**config.mk**
```make
export PLATFORM = sky130hd
export DESIGN_NAME = pwr_seq_top
export DESIGN_NICKNAME = d
export VERILOG_FILES = /design/src/rtl/pwr_seq_pkg.sv /design/src/rtl/pwr_seq_delay.sv /design/src/rtl/pwr_seq_det.sv /design/src/rtl/pwr_seq_regs.sv /design/src/rtl/pwr_seq_top.sv
export SDC_FILE = /design/constraint.sdc
export NUM_CORES = 1
export LEC_CHECK = 0
export BUFFER_PORTS_ARGS = -buffer_cell sky130_fd_sc_hd__buf_2
export CORE_MARGIN = 2
export CORE_UTILIZATION = 35
export CTS_BUF_LIST = sky130_fd_sc_hd__clkbuf_2 sky130_fd_sc_hd__clkbuf_4 sky130_fd_sc_hd__clkbuf_8
export DETAILED_ROUTE_END_ITERATION = 7
export HOLD_SLACK_MARGIN = 0.15
export MAX_ROUTING_LAYER = met4
export PLACE_DENSITY_LB_ADDON = 0.12
export SLEW_MARGIN = 20
export SYNTH_ARGS = -nofsm -noshare
export SYNTH_HDL_FRONTEND = slang
export SYNTH_SLANG_ARGS = --single-unit
```
**constraint.sdc**
```tcl
create_clock -name clk -period 1.3 [get_ports clk]
set_input_delay 0.13 -clock clk [delete_from_list [all_inputs] [get_ports clk]]
set_output_delay 0.13 -clock clk [all_outputs]
set_load 0.02 [all_outputs]
```
**src/rtl/pwr_seq_pkg.sv**
```systemverilog
package pwr_seq_pkg;
   localparam int unsigned ADDR_W    = 2;
   localparam int unsigned DATA_W    = 8;
   localparam int unsigned TRIM_W    = 4;
   localparam logic [ADDR_W-1:0] A_CTRL = 2'd0;
   localparam logic [ADDR_W-1:0] A_TRIM = 2'd1;
   localparam int unsigned MASK_BIT  = 0;
endpackage

```
**src/rtl/pwr_seq_delay.sv**
```systemverilog
module pwr_seq_delay #(
   parameter int unsigned DELAY_CYC = 256
) (
   input  logic clk,
   input  logic rst_n,
   input  logic lp_pwr,
   input  logic lp_exit,
   output logic eoc
);
   localparam int unsigned CW = $clog2(DELAY_CYC + 1);
   localparam logic [CW-1:0] TERM = CW'(DELAY_CYC);

   logic [CW-1:0] cnt;

   if (DELAY_CYC < 2) begin : g_bad_delay
      $error("DELAY_CYC must be at least 2");
   end

   assign eoc = (cnt == TERM);

   always_ff @(posedge clk) begin
      if (!rst_n)                 cnt <= '0;
      else if (!lp_pwr || lp_exit) cnt <= '0;
      else if (!eoc)              cnt <= cnt + 1'b1;
   end

   AST_HELD_LOW: assert property (@(posedge clk) disable iff (!rst_n)
      !lp_pwr |=> !eoc);
   AST_SATURATE: assert property (@(posedge clk) disable iff (!rst_n)
      (eoc && lp_pwr && !lp_exit) |=> eoc);
   AST_RISE_POWERED: assert property (@(posedge clk) disable iff (!rst_n)
      $rose(eoc) |-> $past(lp_pwr));
   AST_EXIT_RESTART: assert property (@(posedge clk) disable iff (!rst_n)
      lp_exit |=> !eoc);
endmodule

```
**src/rtl/pwr_seq_det.sv**
```systemverilog
module pwr_seq_det #(
   parameter int unsigned N_DET    = 3,
   parameter int unsigned LVD5_IDX = 1
) (
   input  logic             clk,
   input  logic             rst_n,
   input  logic [N_DET-1:0] det_ok,
   input  logic [N_DET-1:0] det_pd,
   input  logic             mask,
   output logic [N_DET-1:0] det_eff,
   output logic             all_ok
);
   for (genvar i = 0; i < N_DET; i++) begin : g_det
      if (i == LVD5_IDX) begin : g_maskable
         assign det_eff[i] = det_ok[i] | det_pd[i] | mask;
      end else begin : g_plain
         assign det_eff[i] = det_ok[i] | det_pd[i];
      end
   end

   assign all_ok = &det_eff;

   AST_PD_GOOD: assert property (@(posedge clk) disable iff (!rst_n)
      (det_pd == {N_DET{1'b1}}) |-> all_ok);
   AST_MASK_ONLY_OWN: assert property (@(posedge clk) disable iff (!rst_n)
      (!det_ok[0] && !det_pd[0]) |-> !all_ok);
endmodule

```
**src/rtl/pwr_seq_regs.sv**
```systemverilog
module pwr_seq_regs
   import pwr_seq_pkg::*;
(
   input  logic              clk,
   input  logic              rst_n,
   input  logic              we,
   input  logic [ADDR_W-1:0] addr,
   input  logic [DATA_W-1:0] wdata,
   output logic [DATA_W-1:0] rdata,
   input  logic              phase2,
   input  logic [TRIM_W-1:0] opt_trim,
   output logic              mask,
   output logic [TRIM_W-1:0] trim
);
   if (DATA_W < TRIM_W) begin : g_bad_width
      $error("register data narrower than trim field");
   end

   always_ff @(posedge clk) begin
      if (!rst_n) begin
         mask <= 1'b0;
         trim <= '0;
      end else begin
         if (we && addr == A_CTRL) mask <= wdata[MASK_BIT];
         if (phase2)               trim <= opt_trim;
      end
   end

   always_comb begin
      rdata = '0;
      case (addr)
         A_CTRL:  rdata[MASK_BIT] = mask;
         A_TRIM:  rdata[TRIM_W-1:0] = trim;
         default: rdata = '0;
      endcase
   end

   AST_TRIM_HOLD: assert property (@(posedge clk) disable iff (!rst_n)
      !phase2 |=> $stable(trim));
   AST_TRIM_LOAD: assert property (@(posedge clk) disable iff (!rst_n)
      phase2 |=> trim == $past(opt_trim));
   AST_MASK_WRITE: assert property (@(posedge clk) disable iff (!rst_n)
      (we && addr == A_CTRL) |=> mask == $past(wdata[MASK_BIT]));
endmodule

```
**src/rtl/pwr_seq_top.sv**
```systemverilog
module pwr_seq_top
   import pwr_seq_pkg::*;
#(
   parameter int unsigned DELAY_CYC = 256,
   parameter int unsigned N_DET     = 3,
   parameter int unsigned LVD5_IDX  = 1
) (
   input  logic              clk,
   input  logic              rst_n,
   input  logic              lp_dom_pwr,
   input  logic              main_dom_ok,
   input  logic              lp_exit,
   input  logic [N_DET-1:0]  det_ok,
   input  logic [N_DET-1:0]  det_pd,
   input  logic              vdd_above_por,
   input  logic              rst_phase2,
   input  logic [TRIM_W-1:0] opt_trim,
   input  logic              reg_we,
   input  logic [ADDR_W-1:0] reg_addr,
   input  logic [DATA_W-1:0] reg_wdata,
   output logic [DATA_W-1:0] reg_rdata,
   output logic [N_DET-1:0]  det_eff,
   output logic              det_all_ok,
   output logic              lvd5_mask,
   output logic [TRIM_W-1:0] trim_val,
   output logic              por_active,
   output logic              supply_good
);
   localparam int unsigned MAIN_IDX = 0;

   if (N_DET < 2 || LVD5_IDX >= N_DET || LVD5_IDX == MAIN_IDX) begin : g_bad_det
      $error("detector count or 5 V detector index out of range");
   end

   logic eoc;
   logic por_rel;

   pwr_seq_delay #(.DELAY_CYC(DELAY_CYC)) u_delay (
      .clk(clk), .rst_n(rst_n), .lp_pwr(lp_dom_pwr), .lp_exit(lp_exit), .eoc(eoc)
   );

   pwr_seq_det #(.N_DET(N_DET), .LVD5_IDX(LVD5_IDX)) u_det (
      .clk(clk), .rst_n(rst_n), .det_ok(det_ok), .det_pd(det_pd),
      .mask(lvd5_mask), .det_eff(det_eff), .all_ok(det_all_ok)
   );

   pwr_seq_regs u_regs (
      .clk(clk), .rst_n(rst_n), .we(reg_we), .addr(reg_addr), .wdata(reg_wdata),
      .rdata(reg_rdata), .phase2(rst_phase2), .opt_trim(opt_trim),
      .mask(lvd5_mask), .trim(trim_val)
   );

   always_ff @(posedge clk) begin
      if (!rst_n)                     por_rel <= 1'b0;
      else if (!det_eff[MAIN_IDX])    por_rel <= 1'b0;
      else if (vdd_above_por)         por_rel <= 1'b1;
   end

   assign por_active  = ~por_rel;
   assign supply_good = eoc & main_dom_ok;

   AST_POR_REARM: assert property (@(posedge clk) disable iff (!rst_n)
      !det_eff[MAIN_IDX] |=> por_active);
   AST_POR_RELEASE: assert property (@(posedge clk) disable iff (!rst_n)
      (vdd_above_por && det_eff[MAIN_IDX]) |=> !por_active);
   AST_GOOD_AFTER_EXIT: assert property (@(posedge clk) disable iff (!rst_n)
      lp_exit |=> !supply_good);
   AST_GOOD_UNPOWERED: assert property (@(posedge clk) disable iff (!rst_n)
      !lp_dom_pwr |=> !supply_good);
endmodule

```
* Word-level counts from Yosys, hierarchy flattened
Cells that the tools add are included.
** Cells by class
- Eq/ne operators :: 2
- Bitwise operators :: 7
- Reductions and logical operators :: 7
- Multiplexer cells :: 2
- Add/sub/neg operators :: 1
** Operators by type and width (number)
- adder 9 x 1 -> 9 bit, second input constant :: 1
- == test 9 bit, second input constant :: 1
- OR 1 bit :: 4
- two-way mux 3 bit :: 1
- AND reduction 3 bit :: 1
- == test 2 x 1 -> 1 bit, second input constant :: 1
- zero test 2 bit :: 1
- NOT 1 bit :: 2
- one-hot mux 1 bit (2 select lines) :: 1
- AND reduction 2 bit :: 1
- OR reduction 2 bit :: 1
- AND 1 bit :: 1
- logical AND 1 bit :: 1
- zero test 1 bit :: 1
- logical OR 1 bit :: 1
** Word-level totals
- Output and inout port bits :: 19
- Register bits after elaboration :: 15
- Logic and storage cells :: 23

* Logic depth before layout (Yosys ltp)
- Depth after elaboration :: 3
- Gate-level depth with buffers :: 5
- Mapped depth without buffers :: 5

* By module
Synthesis repeated with hierarchy kept, for this count alone.
** Unflattened totals
- Cell total of the unflattened synthesis :: 89
- Area total of the unflattened synthesis :: 805.8 um^2
** By module, submodules not included
- pwr_seq_delay :: area an instance 457.9 um^2, instances 1, cells an instance 52
- pwr_seq_regs :: area an instance 277.8 um^2, instances 1, cells an instance 29
- pwr_seq_top :: area an instance 40.0 um^2, instances 1, cells an instance 4
- pwr_seq_det :: area an instance 30.0 um^2, instances 1, cells an instance 4

* Worst setup path after synthesis
No wires, ideal clock.
- Kind :: reg2out
- Start point :: reg u_regs.mask
- End point :: out det_all_ok
- Setup slack :: 26 ps
- Buffers on the path :: 0
- Required time :: 1170 ps
- Cell stages (with the launch flop) :: 3
- Data arrival time :: 1144 ps
- Cell sequence :: dfxtp_1 -> or3_1 -> and3_1
** On the way
- Longest elaborated chain between the ends :: 2
** RTL lines
- from (decl) :: RTL line pwr_seq_regs.sv:12 : output logic mask,
- from (signal assigned) :: RTL line pwr_seq_regs.sv:24 : if (we && addr == A_CTRL) mask <= wdata[MASK_BIT];
- OR 1 bit :: RTL line pwr_seq_det.sv:15 : assign det_eff[i] = det_ok[i] | det_pd[i] | mask;
- via det_eff[1] :: RTL line pwr_seq_top.sv:22 : output logic [N_DET-1:0] det_eff,
- AND reduction 3 bit :: RTL line pwr_seq_det.sv:21 : assign all_ok = &det_eff;
- to (decl) :: RTL line pwr_seq_top.sv:23 : output logic det_all_ok,
The timed path passes the listed nets, and every way through them passes these cells.

* Worst setup path after layout
- Start point :: reg u_delay.cnt[2]
- End point :: out supply_good
** On the way
- Longest elaborated chain between the ends :: 2
** RTL lines
- from (decl) :: RTL line pwr_seq_delay.sv:13 : logic [CW-1:0] cnt;
- from (signal assigned) :: RTL line pwr_seq_delay.sv:24 : else if (!eoc) cnt <= cnt + 1'b1;
- == test 9 bit :: RTL line pwr_seq_delay.sv:19 : assign eoc = (cnt == TERM);
- AND 1 bit :: RTL line pwr_seq_top.sv:60 : assign supply_good = eoc & main_dom_ok;
- to (decl) :: RTL line pwr_seq_top.sv:27 : output logic supply_good
Every way passes these cells.

==> results_dict.tcl <==
set metrics [dict create \
    outcome "finished, violations left" \
    failed_checks "setup timing" \
    p_leak_nw 0.526 \
    cp_slowest_stage_delay_ns 0.37 \
    syn_avg_cell_area_um2 9.11 \
    synth.distinct_cells 28 \
    cts_buffers 3 \
    hold_viol 0 \
    num_rows 17 \
    area_growth_pct 56.1 \
    fin_nets 167 \
    critPathMaxFanout 5 \
    antenna_found_initial 0 \
    wl_per_cell_um 10.5 \
    stdcell_count 164 \
    place_inst 148 \
    overflow 0 \
    gp_congestion 0.751 \
    cts_max_path_buffers 2 \
    wirelength_um 1730 \
    slew_violations 0 \
    die_h_um 51.0 \
    syn_area_um2 774 \
    cp.arrival_ns 1.33 \
    first_iter_violations 9 \
    core_mm2 0.00215 \
    first_pass_iters 3 \
    route.detailed.drc 0 \
    dpl.hpwl_um 1220 \
    finalSetupViolCount 3 \
    critPathKind "flip-flop to primary output" \
    clock-root-buffer "clkbuf_4" \
    antenna_left 0 \
    clkSlewWorstSetupHoldPaths_ns 0.08 \
    num-fill-cells 192 \
    seq_area_frac_synth_pct 38.8 \
    grt_pass1_wl_um 3040 \
    min_period_ns 1.46 \
    track_usage_pct 16.0 \
    portBuffers 35 \
    diodes 0 \
    grt_pass1_vias 749 \
    finalPower_mw 0.942 \
    worstPathCellList "nor4b_4, and3_4, buf_6" \
    cp_num_buf_inv 1 \
    setup_ws_ns -0.163 \
    num_vias 748 \
    route.detailed.vias_per_inst 4.56 \
    die-area_mm2 0.00261 \
    fp.dieW_um 51.0 \
    endpoint_kind "primary output" \
    worstPathRequired_ns 1.17 \
    p_per_area_mw_per_mm2 780 \
    io_pins 47 \
    fmax_mhz 684 \
    crit_family "simple AND/OR/NAND/NOR gates" \
    ys_ff_latch 15 \
    grt_max_degree 9 \
    cts_max_level 1 \
    final_common_cell "buf_2" \
    critPathSlowestCell "dfxtp_2" \
    netlist_instances 85 \
    insertion_delay_ns 0.28 \
    mostFrequentLayoutCells "buf_2 (33), dfxtp_1 (10), mux2i_1 (7), dlygate4sd3_1 (7), buf_4 (7)" \
    final.setup.tns_ns -0.229 \
    cts_sinks 15 \
    drv_cap 0 \
    hp-class "primary input to flip-flop" \
    final.setup_skew_ns 0.000398 \
    synth-warning-count 0 \
    cts_tree "done" \
    rsz0062_at_grt "true" \
    startpoint_type "flip-flop" \
    initial_core_util_pct 36.1 \
    drive_gt1_share_pct 48.5 \
    ir_worst_vdd_mv 0.524 \
    timing.final.crit_share_pct 113 \
]
synth_stat cells, drive strengths merged:
master	n	share of area, %
o21ai	5	3.2
nor2	2	0.97
nand3	3	2.6
nor3	2	1.3
nand3b	1	0.97
or2	2	1.6
mux2i	7	9.0
ha	2	3.2
nand4	3	2.4
o211a	1	1.3
or3	5	4.0
a21oi	4	2.6
buf	4	3.9
nor4b	2	3.9
xnor2	2	2.3
inv	4	1.9
and2	4	3.4
xor2	1	1.1
nor2b	6	4.8
dfxtp	15	39
and3b	1	1.1
clkbuf	1	0.48
nor3b	1	0.97
conb	1	0.48
and3	2	1.6
nand2	4	1.9
metal layers:
layer	routed length [um]	GRT usage [%]	vias up
li1	-	-	390
met1	730	16.9	333
met2	885	27.9	20
met3	78	3.51	5
met4	31	8.11	0
met5	0	-	-
registers in the layout, summed over array words and instances (netlist names):
signal	flops
u_regs.mask	1
por_rel	1
u_regs.trim	4
u_delay.cnt	9
timing repair:
item	CTS	global route
hold endpoints to repair	6	0
endpoints found under the setup margin	5	9
pin swaps	4	1
hold buffers	7	0
setup buffers	4	1
gates resized for setup	17	6
power by group:
part           total [mW]  internal, mW  switching, mW  leakage (nW)
clock               0.286         0.140          0.146        0.0184
combinational       0.178        0.0920         0.0856         0.383
sequential          0.479         0.472        0.00715         0.125
area by class of cell:
class | count | area (um2) | share of cell area, %
Multi-Input combinational cell | 64 | 512 | 42.3
Timing Repair Buffer | 49 | 310 | 25.7
Sequential cell | 15 | 307 | 25.4
Tap cell | 28 | 35.0 | 2.90
Clock buffer | 4 | 30.0 | 2.48
Inverter | 4 | 15.0 | 1.24
worst min-delay path, stage by stage:
cell     delay (ns)
buf_2          0.07
or2_2          0.11
o211a_1        0.13
cells by family after synthesis:
group / after synthesis / synth area share [%]
xor gates and xnor gates: 3 / 3.39
other: 1 / 0.484
muxes: 7 / 9.05
AOI/OAI and AO/OA: 10 / 7.11
buffers and inverters: 9 / 6.30
DFF: 15 / 38.8
adders and majority gates: 2 / 3.23
and+or+nand+nor: 38 / 31.7
path summary, 6_finish.rpt:
check / from / endpoint / slack (ns) / cells past startpoint
hold reg to reg: u_delay.cnt[8]$_SDFFE_PP0P_ / u_delay.cnt[8]$_SDFFE_PP0P_ / 0.50 / 2
setup / recovery: u_delay.cnt[2]$_SDFFE_PP0P_ / supply_good / -0.16 / 3
hold / removal: det_ok[0] / por_rel$_SDFFE_PN0P_ / 0.18 / 3
setup reg to reg: u_delay.cnt[1]$_SDFFE_PP0P_ / u_delay.cnt[0]$_SDFFE_PP0P_ / -0.01 / 6
stage by stage:
stage          instance area, um2  setup slack [ns]  hold slack (ns)  utilization [%]
2_1_floorplan                 786            0.0259            0.258                -
5_1_grt                      1210            -0.263            0.204             56.3
4_1_cts                      1170            -0.142            0.178             54.4
6_report                     1210            -0.163            0.182             56.3
3_5_place_dp                  977          -0.00378            0.362             45.5
3_3_place_gp                  977           0.00651            0.361             45.5
No activity file was read; power rests on OpenSTA's default activity.
